File: src/rtl/spi_regmst_pkg.sv
package spi_regmst_pkg;
  localparam int ADDR_W = 8;
  localparam int DATA_W = 32;

  localparam logic [ADDR_W-1:0] OFS_CTRL = 8'h00;
  localparam logic [ADDR_W-1:0] OFS_CFG  = 8'h04;
  localparam logic [ADDR_W-1:0] OFS_TXD  = 8'h08;
  localparam logic [ADDR_W-1:0] OFS_RXD  = 8'h0C;
  localparam logic [ADDR_W-1:0] OFS_EVT  = 8'h10;
  localparam logic [ADDR_W-1:0] OFS_TIM  = 8'h18;

  localparam int B_SEL_EN  = 0;
  localparam int B_SEL_IDX = 2;
  localparam int B_WIDE    = 5;
  localparam int B_CPOL    = 11;
  localparam int B_CPHA    = 12;
  localparam int B_TX_LSB  = 13;
  localparam int B_RX_LSB  = 14;
  localparam int B_SAMPLE  = 6;

  localparam logic [1:0] SAMPLE_LATE = 2'd2;
  localparam logic [1:0] SAMPLE_RST  = 2'd1;

  typedef struct packed {
    logic wide;
    logic cpol;
    logic cpha;
    logic tx_lsb;
    logic rx_lsb;
    logic late;
  } xfer_mode_t;

  typedef enum logic [1:0] {ST_IDLE, ST_RUN, ST_FIN} eng_state_t;
endpackage

File: src/rtl/spi_regmst_tick.sv
module spi_regmst_tick #(
  parameter int HALF_DIV = 3
) (
  input  logic clk,
  input  logic rst_n,
  input  logic en,
  output logic tick
);
  localparam int CNT_W = (HALF_DIV > 1) ? $clog2(HALF_DIV) : 1;
  localparam logic [CNT_W-1:0] CNT_LAST = CNT_W'(HALF_DIV - 1);

  logic [CNT_W-1:0] cnt;

  assign tick = en && (cnt == CNT_LAST);

  always_ff @(posedge clk or negedge rst_n) begin
    if (!rst_n)            cnt <= '0;
    else if (!en || tick)  cnt <= '0;
    else                   cnt <= cnt + 1'b1;
  end

  // ticks are spaced by at least two core clocks
  a_r11_tick_gap: assert property (@(posedge clk) disable iff (!rst_n)
    tick |=> !tick);
endmodule

File: src/rtl/spi_regmst_engine.sv
module spi_regmst_engine
  import spi_regmst_pkg::*;
#(
  parameter int WORD_W   = 16,
  parameter int NARROW_W = 8
) (
  input  logic              clk,
  input  logic              rst_n,
  input  logic              start,
  input  xfer_mode_t        mode_in,
  input  logic [WORD_W-1:0] tx_in,
  input  logic              tick,
  input  logic              miso,
  output logic              run,
  output logic              busy,
  output logic              done,
  output logic              sck_q,
  output logic              mosi,
  output logic [WORD_W-1:0] rx_out
);
  localparam int IDX_W  = $clog2(WORD_W);
  localparam int EDGE_W = IDX_W + 1;

  eng_state_t        state;
  xfer_mode_t        mode_q;
  logic [WORD_W-1:0] txw, rxw, rx_next;
  logic [EDGE_W-1:0] edge_cnt, last_edge;
  logic [IDX_W-1:0]  bit_p, rx_k, top_idx, tx_idx, rx_idx;
  logic              sck_r, pend;
  logic              leading, samp_edge, shift_edge, cap_now;

  assign top_idx    = mode_q.wide ? IDX_W'(WORD_W - 1) : IDX_W'(NARROW_W - 1);
  assign last_edge  = {top_idx, 1'b1};
  assign leading    = ~edge_cnt[0];
  assign samp_edge  = tick && (leading ^ mode_q.cpha);
  assign shift_edge = tick && !(leading ^ mode_q.cpha)
                      && !(mode_q.cpha && (edge_cnt == '0));
  assign cap_now    = mode_q.late ? pend : samp_edge;
  assign tx_idx     = mode_q.tx_lsb ? bit_p : (top_idx - bit_p);
  assign rx_idx     = mode_q.rx_lsb ? rx_k  : (top_idx - rx_k);

  always_comb begin
    rx_next = rxw;
    if (cap_now) rx_next[rx_idx] = miso;
  end

  always_ff @(posedge clk or negedge rst_n) begin
    if (!rst_n) begin
      state    <= ST_IDLE;
      mode_q   <= '0;
      txw      <= '0;
      rxw      <= '0;
      edge_cnt <= '0;
      bit_p    <= '0;
      rx_k     <= '0;
      sck_r    <= 1'b0;
      pend     <= 1'b0;
    end else begin
      rxw  <= rx_next;
      pend <= samp_edge && mode_q.late;
      if (cap_now) rx_k <= rx_k + 1'b1;
      unique case (state)
        ST_IDLE: if (start) begin
          mode_q   <= mode_in;
          txw      <= tx_in;
          rxw      <= '0;
          edge_cnt <= '0;
          bit_p    <= '0;
          rx_k     <= '0;
          sck_r    <= mode_in.cpol;
          pend     <= 1'b0;
          state    <= ST_RUN;
        end
        ST_RUN: if (tick) begin
          sck_r    <= ~sck_r;
          edge_cnt <= edge_cnt + 1'b1;
          if (shift_edge && (bit_p != top_idx)) bit_p <= bit_p + 1'b1;
          if (edge_cnt == last_edge) state <= ST_FIN;
        end
        default: state <= ST_IDLE;
      endcase
    end
  end

  assign run    = (state == ST_RUN);
  assign busy   = (state != ST_IDLE);
  assign done   = (state == ST_FIN);
  assign sck_q  = sck_r;
  assign mosi   = busy & txw[tx_idx];
  assign rx_out = rx_next;

  // SCK only moves on a divider tick while a word runs
  a_r3_sck_steady: assert property (@(posedge clk) disable iff (!rst_n)
    (run && !tick) |=> $stable(sck_r));
  // an even number of edges brings SCK back to its idle level
  a_r3_end_level: assert property (@(posedge clk) disable iff (!rst_n)
    done |-> (sck_r == mode_q.cpol));
  // the edge counter never passes the last edge of the word
  a_r4_edge_range: assert property (@(posedge clk) disable iff (!rst_n)
    run |-> (edge_cnt <= last_edge));
  // a start request from idle enters the running state
  a_r7_start_runs: assert property (@(posedge clk) disable iff (!rst_n)
    (start && !busy) |=> run);
  // completion lasts exactly one cycle
  a_r8_done_pulse: assert property (@(posedge clk) disable iff (!rst_n)
    done |=> !busy);
endmodule

File: src/rtl/spi_regmst.sv
module spi_regmst
  import spi_regmst_pkg::*;
#(
  parameter int HALF_DIV = 3,
  parameter int NUM_CS   = 8,
  parameter int WORD_W   = 16,
  parameter int NARROW_W = 8
) (
  input  logic              clk,
  input  logic              rst_n,
  input  logic [ADDR_W-1:0] reg_addr,
  input  logic              reg_wr,
  input  logic [DATA_W-1:0] reg_wdata,
  output logic [DATA_W-1:0] reg_rdata,
  output logic              sck,
  output logic              mosi,
  input  logic              miso,
  output logic [NUM_CS-1:0] cs_n
);
  localparam int CS_W = (NUM_CS > 1) ? $clog2(NUM_CS) : 1;

  logic              sel_en;
  logic [CS_W-1:0]   sel_idx;
  xfer_mode_t        cfg_q, mode_in;
  logic [1:0]        sample_sel;
  logic [WORD_W-1:0] txd_q, rxd_q, rx_out;
  logic              evt_q;
  logic              busy, run, done, tick, sck_eng, start;
  logic              wdata_unused;

  assign wdata_unused = ^reg_wdata[DATA_W-1:WORD_W];

  logic wr_ctrl, wr_cfg, wr_txd, wr_evt, wr_tim;
  assign wr_ctrl = reg_wr && (reg_addr == OFS_CTRL);
  assign wr_cfg  = reg_wr && (reg_addr == OFS_CFG);
  assign wr_txd  = reg_wr && (reg_addr == OFS_TXD);
  assign wr_evt  = reg_wr && (reg_addr == OFS_EVT);
  assign wr_tim  = reg_wr && (reg_addr == OFS_TIM);
  assign start   = wr_txd && !busy;

  always_comb begin
    mode_in      = cfg_q;
    mode_in.late = (sample_sel == SAMPLE_LATE);
  end

  always_ff @(posedge clk or negedge rst_n) begin
    if (!rst_n) begin
      sel_en     <= 1'b0;
      sel_idx    <= '0;
      cfg_q      <= '0;
      sample_sel <= SAMPLE_RST;
      txd_q      <= '0;
      rxd_q      <= '0;
      evt_q      <= 1'b0;
    end else begin
      if (wr_ctrl) begin
        sel_en  <= reg_wdata[B_SEL_EN];
        sel_idx <= reg_wdata[B_SEL_IDX +: CS_W];
      end
      if (wr_cfg) begin
        cfg_q.wide   <= reg_wdata[B_WIDE];
        cfg_q.cpol   <= reg_wdata[B_CPOL];
        cfg_q.cpha   <= reg_wdata[B_CPHA];
        cfg_q.tx_lsb <= reg_wdata[B_TX_LSB];
        cfg_q.rx_lsb <= reg_wdata[B_RX_LSB];
      end
      if (wr_tim) sample_sel <= reg_wdata[B_SAMPLE +: 2];
      if (start)  txd_q <= reg_wdata[WORD_W-1:0];
      if (done)   rxd_q <= rx_out;
      if (done)                          evt_q <= 1'b1;
      else if (wr_evt && !reg_wdata[0])  evt_q <= 1'b0;
    end
  end

  always_comb begin
    reg_rdata = '0;
    unique case (reg_addr)
      OFS_CTRL: begin
        reg_rdata[B_SEL_EN]          = sel_en;
        reg_rdata[B_SEL_IDX +: CS_W] = sel_idx;
      end
      OFS_CFG: begin
        reg_rdata[B_WIDE]   = cfg_q.wide;
        reg_rdata[B_CPOL]   = cfg_q.cpol;
        reg_rdata[B_CPHA]   = cfg_q.cpha;
        reg_rdata[B_TX_LSB] = cfg_q.tx_lsb;
        reg_rdata[B_RX_LSB] = cfg_q.rx_lsb;
      end
      OFS_TXD: reg_rdata[WORD_W-1:0] = txd_q;
      OFS_RXD: reg_rdata[WORD_W-1:0] = rxd_q;
      OFS_EVT: reg_rdata[0] = evt_q;
      OFS_TIM: reg_rdata[B_SAMPLE +: 2] = sample_sel;
      default: reg_rdata = '0;
    endcase
  end

  genvar gi;
  generate
    for (gi = 0; gi < NUM_CS; gi++) begin : g_sel
      assign cs_n[gi] = !(sel_en && (sel_idx == CS_W'(gi)));
    end
  endgenerate

  spi_regmst_tick #(.HALF_DIV(HALF_DIV)) u_tick (
    .clk(clk), .rst_n(rst_n), .en(run), .tick(tick)
  );

  spi_regmst_engine #(.WORD_W(WORD_W), .NARROW_W(NARROW_W)) u_eng (
    .clk(clk), .rst_n(rst_n), .start(start), .mode_in(mode_in),
    .tx_in(reg_wdata[WORD_W-1:0]), .tick(tick), .miso(miso),
    .run(run), .busy(busy), .done(done), .sck_q(sck_eng),
    .mosi(mosi), .rx_out(rx_out)
  );

  assign sck = busy ? sck_eng : cfg_q.cpol;

  // never more than one select line low
  a_r2_one_select: assert property (@(posedge clk) disable iff (!rst_n)
    $onehot0(~cs_n));
  // completion raises the flag
  a_r8_flag_on_done: assert property (@(posedge clk) disable iff (!rst_n)
    done |=> evt_q);
  // a write with bit 0 clear drops the flag
  a_r9_flag_clear: assert property (@(posedge clk) disable iff (!rst_n)
    (wr_evt && !reg_wdata[0] && !done) |=> !evt_q);
  // transmit writes during a word leave the register alone
  a_r7_busy_ignore: assert property (@(posedge clk) disable iff (!rst_n)
    (wr_txd && busy) |=> $stable(txd_q));
endmodule

File: config.mk
export PLATFORM = sky130hd
export DESIGN_NAME = spi_regmst
export DESIGN_NICKNAME = d
export VERILOG_FILES = /design/src/rtl/spi_regmst_pkg.sv /design/src/rtl/spi_regmst_tick.sv /design/src/rtl/spi_regmst_engine.sv /design/src/rtl/spi_regmst.sv
export SDC_FILE = /design/constraint.sdc
export NUM_CORES = 1
export LEC_CHECK = 0
export BUFFER_PORTS_ARGS = -buffer_cell sky130_fd_sc_hd__buf_2
export CORE_ASPECT_RATIO = 0.7
export CORE_UTILIZATION = 52
export DETAILED_ROUTE_END_ITERATION = 10
export GPL_TIMING_DRIVEN = 0
export MAX_ROUTING_LAYER = met4
export PLACE_DENSITY = 0.77
export SLEW_MARGIN = 20
export SYNTH_ARGS = -nofsm -noshare
export SYNTH_HDL_FRONTEND = slang
export SYNTH_SLANG_ARGS = --single-unit
export TNS_END_PERCENT = 100
File: constraint.sdc
create_clock -name clk -period 1.5 [get_ports clk]
set_input_delay 0.15 -clock clk [delete_from_list [all_inputs] [get_ports clk]]
set_output_delay 0.15 -clock clk [all_outputs]
set_load 0.02 [all_outputs]
==> reports/qor.txt, run 1 <==
Final ANT Viol Nets - 0
Final setup fails - 100
Drt initial violations - 708
Crit path buf inv count - 2
Register Area - 2512 µm²
GRT Total Usage - 0.3535
Detail Placement HPWL - 11570 µm
Final worst setup slack - -0.5686 ns
Crit start category - flip-flop
Cells after DPL - 813
Chip Width - 126.6 µm
Ys flop type - dfrtp_1
Yosys warns - 0
Share of cells above drive strength 1 - 0.4257
Commonest non-fill, non-tap cell in the layout - nand2_1
Num Clock Sinks - 100
Clk_lat worst skew - 0.36 ns
Crit path required time - 1.35 ns
Largest net degree at the start of global routing - 68
Pwr Total - 11.68 mW
Via count - 5557
Multi-input logic area - 3413 µm²
Critical Path Most Common Cell - buf_4
# nets final - 791
Slowest CP cell - or3b_2
DR DRC count - 0
RSZ-0062 raised after global routing - true
Number of global-route vias before repair - 5295
Vias per cell - 6.322
FF+latch count, synth - 100
Actual slew at the worst max-slew pin - 0.5865 ns
Crit path capture type - primary output
Most frequent cells in the layout - 115 x nand2_1, 92 x dfrtp_1, 53 x buf_4
Root Buffer - clkbuf_16
Minimum clock period - 2.069 ns
Max incr delay on CP - 0.47 ns
Failing checks - setup timing
Final setup TNS - -13.29 ns
Initial antenna violation count - 0
# port buffers - 53
Non-Filler Instances - 879
Yosys cell types - 66
Final Hold Vio Count - 0
Cell row count - 31
Crit path max-delay family - simple AND/OR/NAND/NOR gates
Mapped Avg Cell Area - 9.229 µm²
Slew HR - 0.6035
WL final - 19430 µm
Gr ovfl total - 0
Post-synth EDFFs - 0
Peak Freq - 0.4834 GHz
Cts bufs inserted - 9
Core area - 10430 µm²
Worst Path Max Fanout - 4
Final Max Tran Viols - 0
Final Cycle Share - 1.379
Final-layout fill cell count - 669
Mapped Cells - 612
# IOs - 86
Clk pin slew, worst setup/hold paths - 0.07 ns
Area grow syn2layout - 44.08%
HP Class - in2reg
CTS tree - yes
Leak Pwr - 3.859 nW
Die H - 89.20 µm
Finished Core Util - 0.7800
Post-Place Cell Area - 6232 µm²
Sequential share of the synthesized area - 0.4433
Placer Congestion - 0.8967
Initial Util - 0.5413
Die area - 11290 µm²
Power per cell area - 1435 nW/µm²
Critical Setup Path Class - reg2out
Max Cap Viol - 0
Run status - finished with violations
Ys async rst share - 1.000
Syn Std Cell Area - 5648 µm²
Arr. time, crit path - 1.92 ns
First-pass GRT wire length - 28680 µm
CTS H-tree depth - 3
DR WL/cell - 22.10 µm
Worst Skew - 0.01235 ns
Cell area after layout - 8138 µm²
# diodes - 0
Crit-path cells - buf_4 -> or3b_2 -> a21oi_2 -> a311o_1 -> a32oi_2 -> buf_4
DRT Pass-1 Iters - 8
Clock Path Buffers - 2
Max IR drop VDD - 0.9952 mV
-- power breakdown --
part | internal (mW) | switching [mW]
Clock | 1.47 | 1.08
Combinational | 2.58 | 2.98
Sequential | 3.13 | 0.424
Total | 7.19 | 4.48
-- synth_stat cells, drive strengths merged (7+ instances only) --
cell type | n | area, µm²
nor3b | 8 | 60.06
nor2b | 14 | 87.58
inv | 21 | 78.83
a2bb2oi | 17 | 148.9
mux2i | 21 | 210.2
nand3 | 40 | 200.2
o21ai | 11 | 66.32
a222oi | 10 | 100.1
nand2 | 141 | 536.8
clkbuf | 15 | 57.55
mux2 | 14 | 176.4
a22o | 8 | 70.07
nand2b | 7 | 43.79
a21o | 12 | 90.09
buf | 50 | 306.5
nand4 | 18 | 112.6
dfrtp | 99 | 2477
a21oi | 15 | 78.83
nor2 | 11 | 41.29
-- registers in the layout, indices dropped and copies added (netlist names), 3 cells and up --
name,count
rxd_q,16
txd_q,16
u_eng.rxw,16
u_eng.txw,16
cfg_q,5
u_eng.edge_cnt,5
u_eng.mode_q,5
u_eng.bit_p,4
u_eng.rx_k,4
sel_idx,3
-- per-stage QoR --
step	hold WS [ns]	setup slack, ns
6_report	0.01477	-0.5686
5_1_grt	0.01942	-0.6200
4_1_cts	0.009488	-0.5394
3_5_place_dp	0.06318	-0.6457
3_3_place_gp	0.3727	-0.7374
2_1_floorplan	-0.1456	-0.08968
-- cell families after synthesis --
kind of cell	synth area share
adders and majority gates	0.01108
DFF	0.4433
xor gates and xnor gates	0.01241
AOI/OAI and AO/OA	0.1405
muxes	0.06845
and+or+nand+nor	0.2452
buffers and inverters	0.07842
other	0.0006640
-- worst register-to-register path, delay by kind of cell (launching register included) --
kind / cells / cell delay [ns]
buf+inv: 3 / 0.52
compound gates: 1 / 0.29
mux: 1 / 0.14
flops: 1 / 0.42
simple gates: 2 / 0.26
-- per-layer routing --
| layer | GRT usage | vias up | wire length (µm) |
|---|---|---|---|
| li1 | - | 2385 | - |
| met3 | 0.08977 | 55 | 1927 |
| met5 | - | - | 0 |
| met1 | 0.4597 | 2770 | 8027 |
| met2 | 0.5570 | 347 | 9047 |
| met4 | 0.09200 | 0 | 427 |
-- final cells by class --
type | count | share of cell area
Tap cell | 132 | 0.02030
Clock inverter | 5 | 0.01046
Clock buffer | 11 | 0.02860
Timing Repair Buffer | 109 | 0.1215
Buffer | 60 | 0.08133
Inverter | 21 | 0.009686
Multi-Input combinational cell | 441 | 0.4194
Sequential cell | 100 | 0.3087
-- worst paths after layout --
check	startpoint	endpoint	slack (ns)	cells past startpoint
min in group asynchronous	rst_n	u_eng.txw[10]	0.25	2
min reg2reg	u_tick.cnt[0]	u_tick.cnt[0]	0.45	1
max reg2reg	u_eng.state[1]	u_eng.rxw[1]	-0.24	7
max	u_eng.bit_p[1]	mosi	-0.57	6
min	reg_wdata[1]	u_eng.txw[1]	0.01	3
max in group asynchronous	rst_n	u_eng.rx_k[2]	0.59	3
-- what timing repair did --
item	in CTS	in global routing
pin swaps	55	33
buffers inserted	39	6
setup endpoints to repair	107	107
hold buffers	1	0
gates resized for setup	220	82
cloned	11	1
hold endpoints to repair	33	0
No activity file was read; power rests on OpenSTA's default activity.
==> inputs of run 2 (changes only) <==
--- a/config.mk
+++ b/config.mk
@@ -7,11 +7,11 @@
 export LEC_CHECK = 0
 export BUFFER_PORTS_ARGS = -buffer_cell sky130_fd_sc_hd__buf_2
 export CORE_ASPECT_RATIO = 0.7
-export CORE_UTILIZATION = 52
+export CORE_UTILIZATION = 45
 export DETAILED_ROUTE_END_ITERATION = 10
 export GPL_TIMING_DRIVEN = 0
 export MAX_ROUTING_LAYER = met4
-export PLACE_DENSITY = 0.77
+export PLACE_DENSITY = 0.68
 export SLEW_MARGIN = 20
 export SYNTH_ARGS = -nofsm -noshare
 export SYNTH_HDL_FRONTEND = slang
==> run 2 against run 1 <==
The flow still finishes with violations (setup timing). Combinational power grew 5.8%. Setup slack got worse by 0.026 ns. Clock-buffer cell count unchanged. Critical path depth unchanged. Utilization decreased by 3.5 points. Sequential power increased by 3%. Largest cell class unchanged.
==> reports/qor.txt, run 2 (synthesis gave the netlist of run 1 again) <==
Run status - finished with violations
Failing checks - setup timing
Largest net degree at the start of global routing - 78
Die area - 13010 µm²
Area grow syn2layout - 57.91%
Initial antenna violation count - 0
Max Cap Viol - 0
Most frequent cells in the layout - 89 x dfrtp_1, 71 x buf_6, 58 x nand2_1, 58 x buf_4, 48 x nand2_2
GRT Total Usage - 0.3328
Worst Path Max Fanout - 3
Worst r2r src - u_eng.state[1]
Commonest non-fill, non-tap cell in the layout - dfrtp_1
Hold wc startpoint - reg_wdata[9]
Crit path capture type - primary output
Power per cell area - 1316 nW/µm²
RSZ-0062 raised after global routing - true
Chip Width - 135.9 µm
Final Max Tran Viols - 0
Critical Setup Path Class - reg2out
# port buffers - 53
Detail Placement HPWL - 11670 µm
Setup WS pre-CTS - -0.6229 ns
Leak Pwr - 4.223 nW
Clock Path Buffers - 2
Worst flop-to-flop path endpoint - u_eng.rxw[3]
Min-Delay Path Depth - 3
DR WL/cell - 23.01 µm
Clk_lat worst skew - 0.35 ns
Worst Skew - 0.01161 ns
CTS tree - yes
Peak Freq - 0.4773 GHz
# nets final - 826
Final Cycle Share - 1.397
Root Buffer - clkbuf_16
Number of global-route vias before repair - 5594
Max IR drop VDD - 0.8386 mV
Final setup fails - 102
R2R setup slack - -0.32 ns
R2R depth - 10
First-pass GRT wire length - 31000 µm
# IOs - 86
Hold worst-path end - txd_q[9]
Core area - 11970 µm²
Die H - 95.73 µm
Final worst setup slack - -0.5950 ns
Final Hold Vio Count - 0
Finished Core Util - 0.7448
Cts bufs inserted - 9
Arr. time, crit path - 1.95 ns
Via count - 5797
Initial Util - 0.4717
Placer Congestion - 0.9021
Worst hold slack - 0.02377 ns
Num Clock Sinks - 100
CTS H-tree depth - 3
Vias per cell - 6.180
WL final - 21590 µm
Final-layout fill cell count - 763
DRT Pass-1 Iters - 7
Crit path required time - 1.35 ns
Clk pin slew, worst setup/hold paths - 0.07 ns
HP Class - in2reg
Gr ovfl total - 0
DR DRC count - 0
Minimum clock period - 2.095 ns
Cell row count - 33
Final ANT Viol Nets - 0
Crit start category - flip-flop
Share of cells above drive strength 1 - 0.5314
# diodes - 0
Drt initial violations - 693
==> run 2: area by class of cell <==
type	instances	area [µm²]	area share
well taps	157	196.4	0.02203
clock inverters	4	26.28	0.002946
repair buffers	148	1475	0.1654
plain buffers	56	654.4	0.07337
clock buffers	11	242.7	0.02722
multi-input cells	441	3729	0.4181
flip-flops and latches	100	2516	0.2821
inverters	21	78.83	0.008838
==> run 2: how the worst max path moves through the flow <==
stage / startpoint / to / slack (ns) / cells past startpoint
after floorplan: u_eng.edge_cnt[0] / u_eng.bit_p[3] / -0.09 / 6
after global placement: rst_n / u_eng.rx_k[3] / -0.76 / 1
after detailed placement: reg_addr[5] / reg_rdata[0] / -0.62 / 8
after CTS: u_eng.mode_q[2] / mosi / -0.54 / 7
after global routing: u_eng.mode_q[2] / mosi / -0.64 / 8
final: u_eng.bit_p[2] / mosi / -0.60 / 6
==> run 2: report_power, final <==
group	total [mW]	internal [mW]	switching, mW
clock	2.18	1.16	1.02
combinational	5.88	2.82	3.06
sequential	3.67	3.14	0.535
==> run 2: repair_timing <==
item	4_1_cts	5_1_grt
endpoints found under the setup margin	112	103
resized for setup	334	110
cloned	19	3
pin swaps	140	56
endpoints found under the hold margin	23	0
hold buffers	1	0
buffers inserted	61	21
==> run 2: per-stage QoR <==
step	power, mW	std cells	TNS, ns	instance area (µm²)
floorplan	6.024	627	-0.4493	5768
global placement	6.769	837	-113.57	6230
detailed placement	6.939	838	-42.82	6264
CTS	10.92	929	-12.66	8531
global route	12.17	938	-25.34	8919
finish	11.74	938	-21.34	8919
==> run 2: layer usage <==
| layer | GRT usage | up-vias | share of wire |
|---|---|---|---|
| met3 | 0.06266 | 74 | 0.10 |
| li1 | - | 2467 | - |
| met2 | 0.5068 | 398 | 0.46 |
| met5 | - | - | 0 |
| met4 | 0.1176 | 0 | 0.031 |
| met1 | 0.4465 | 2858 | 0.41 |
==> run 2: worst max-delay path, cell delays in order, from the launching register on <==
cell and delay, ns:
dfrtp_1 0.43, buf_4 0.17, nor2b_1 0.16, o311ai_4 0.28, o211ai_1 0.17, a32oi_2 0.22
buf_4 0.17
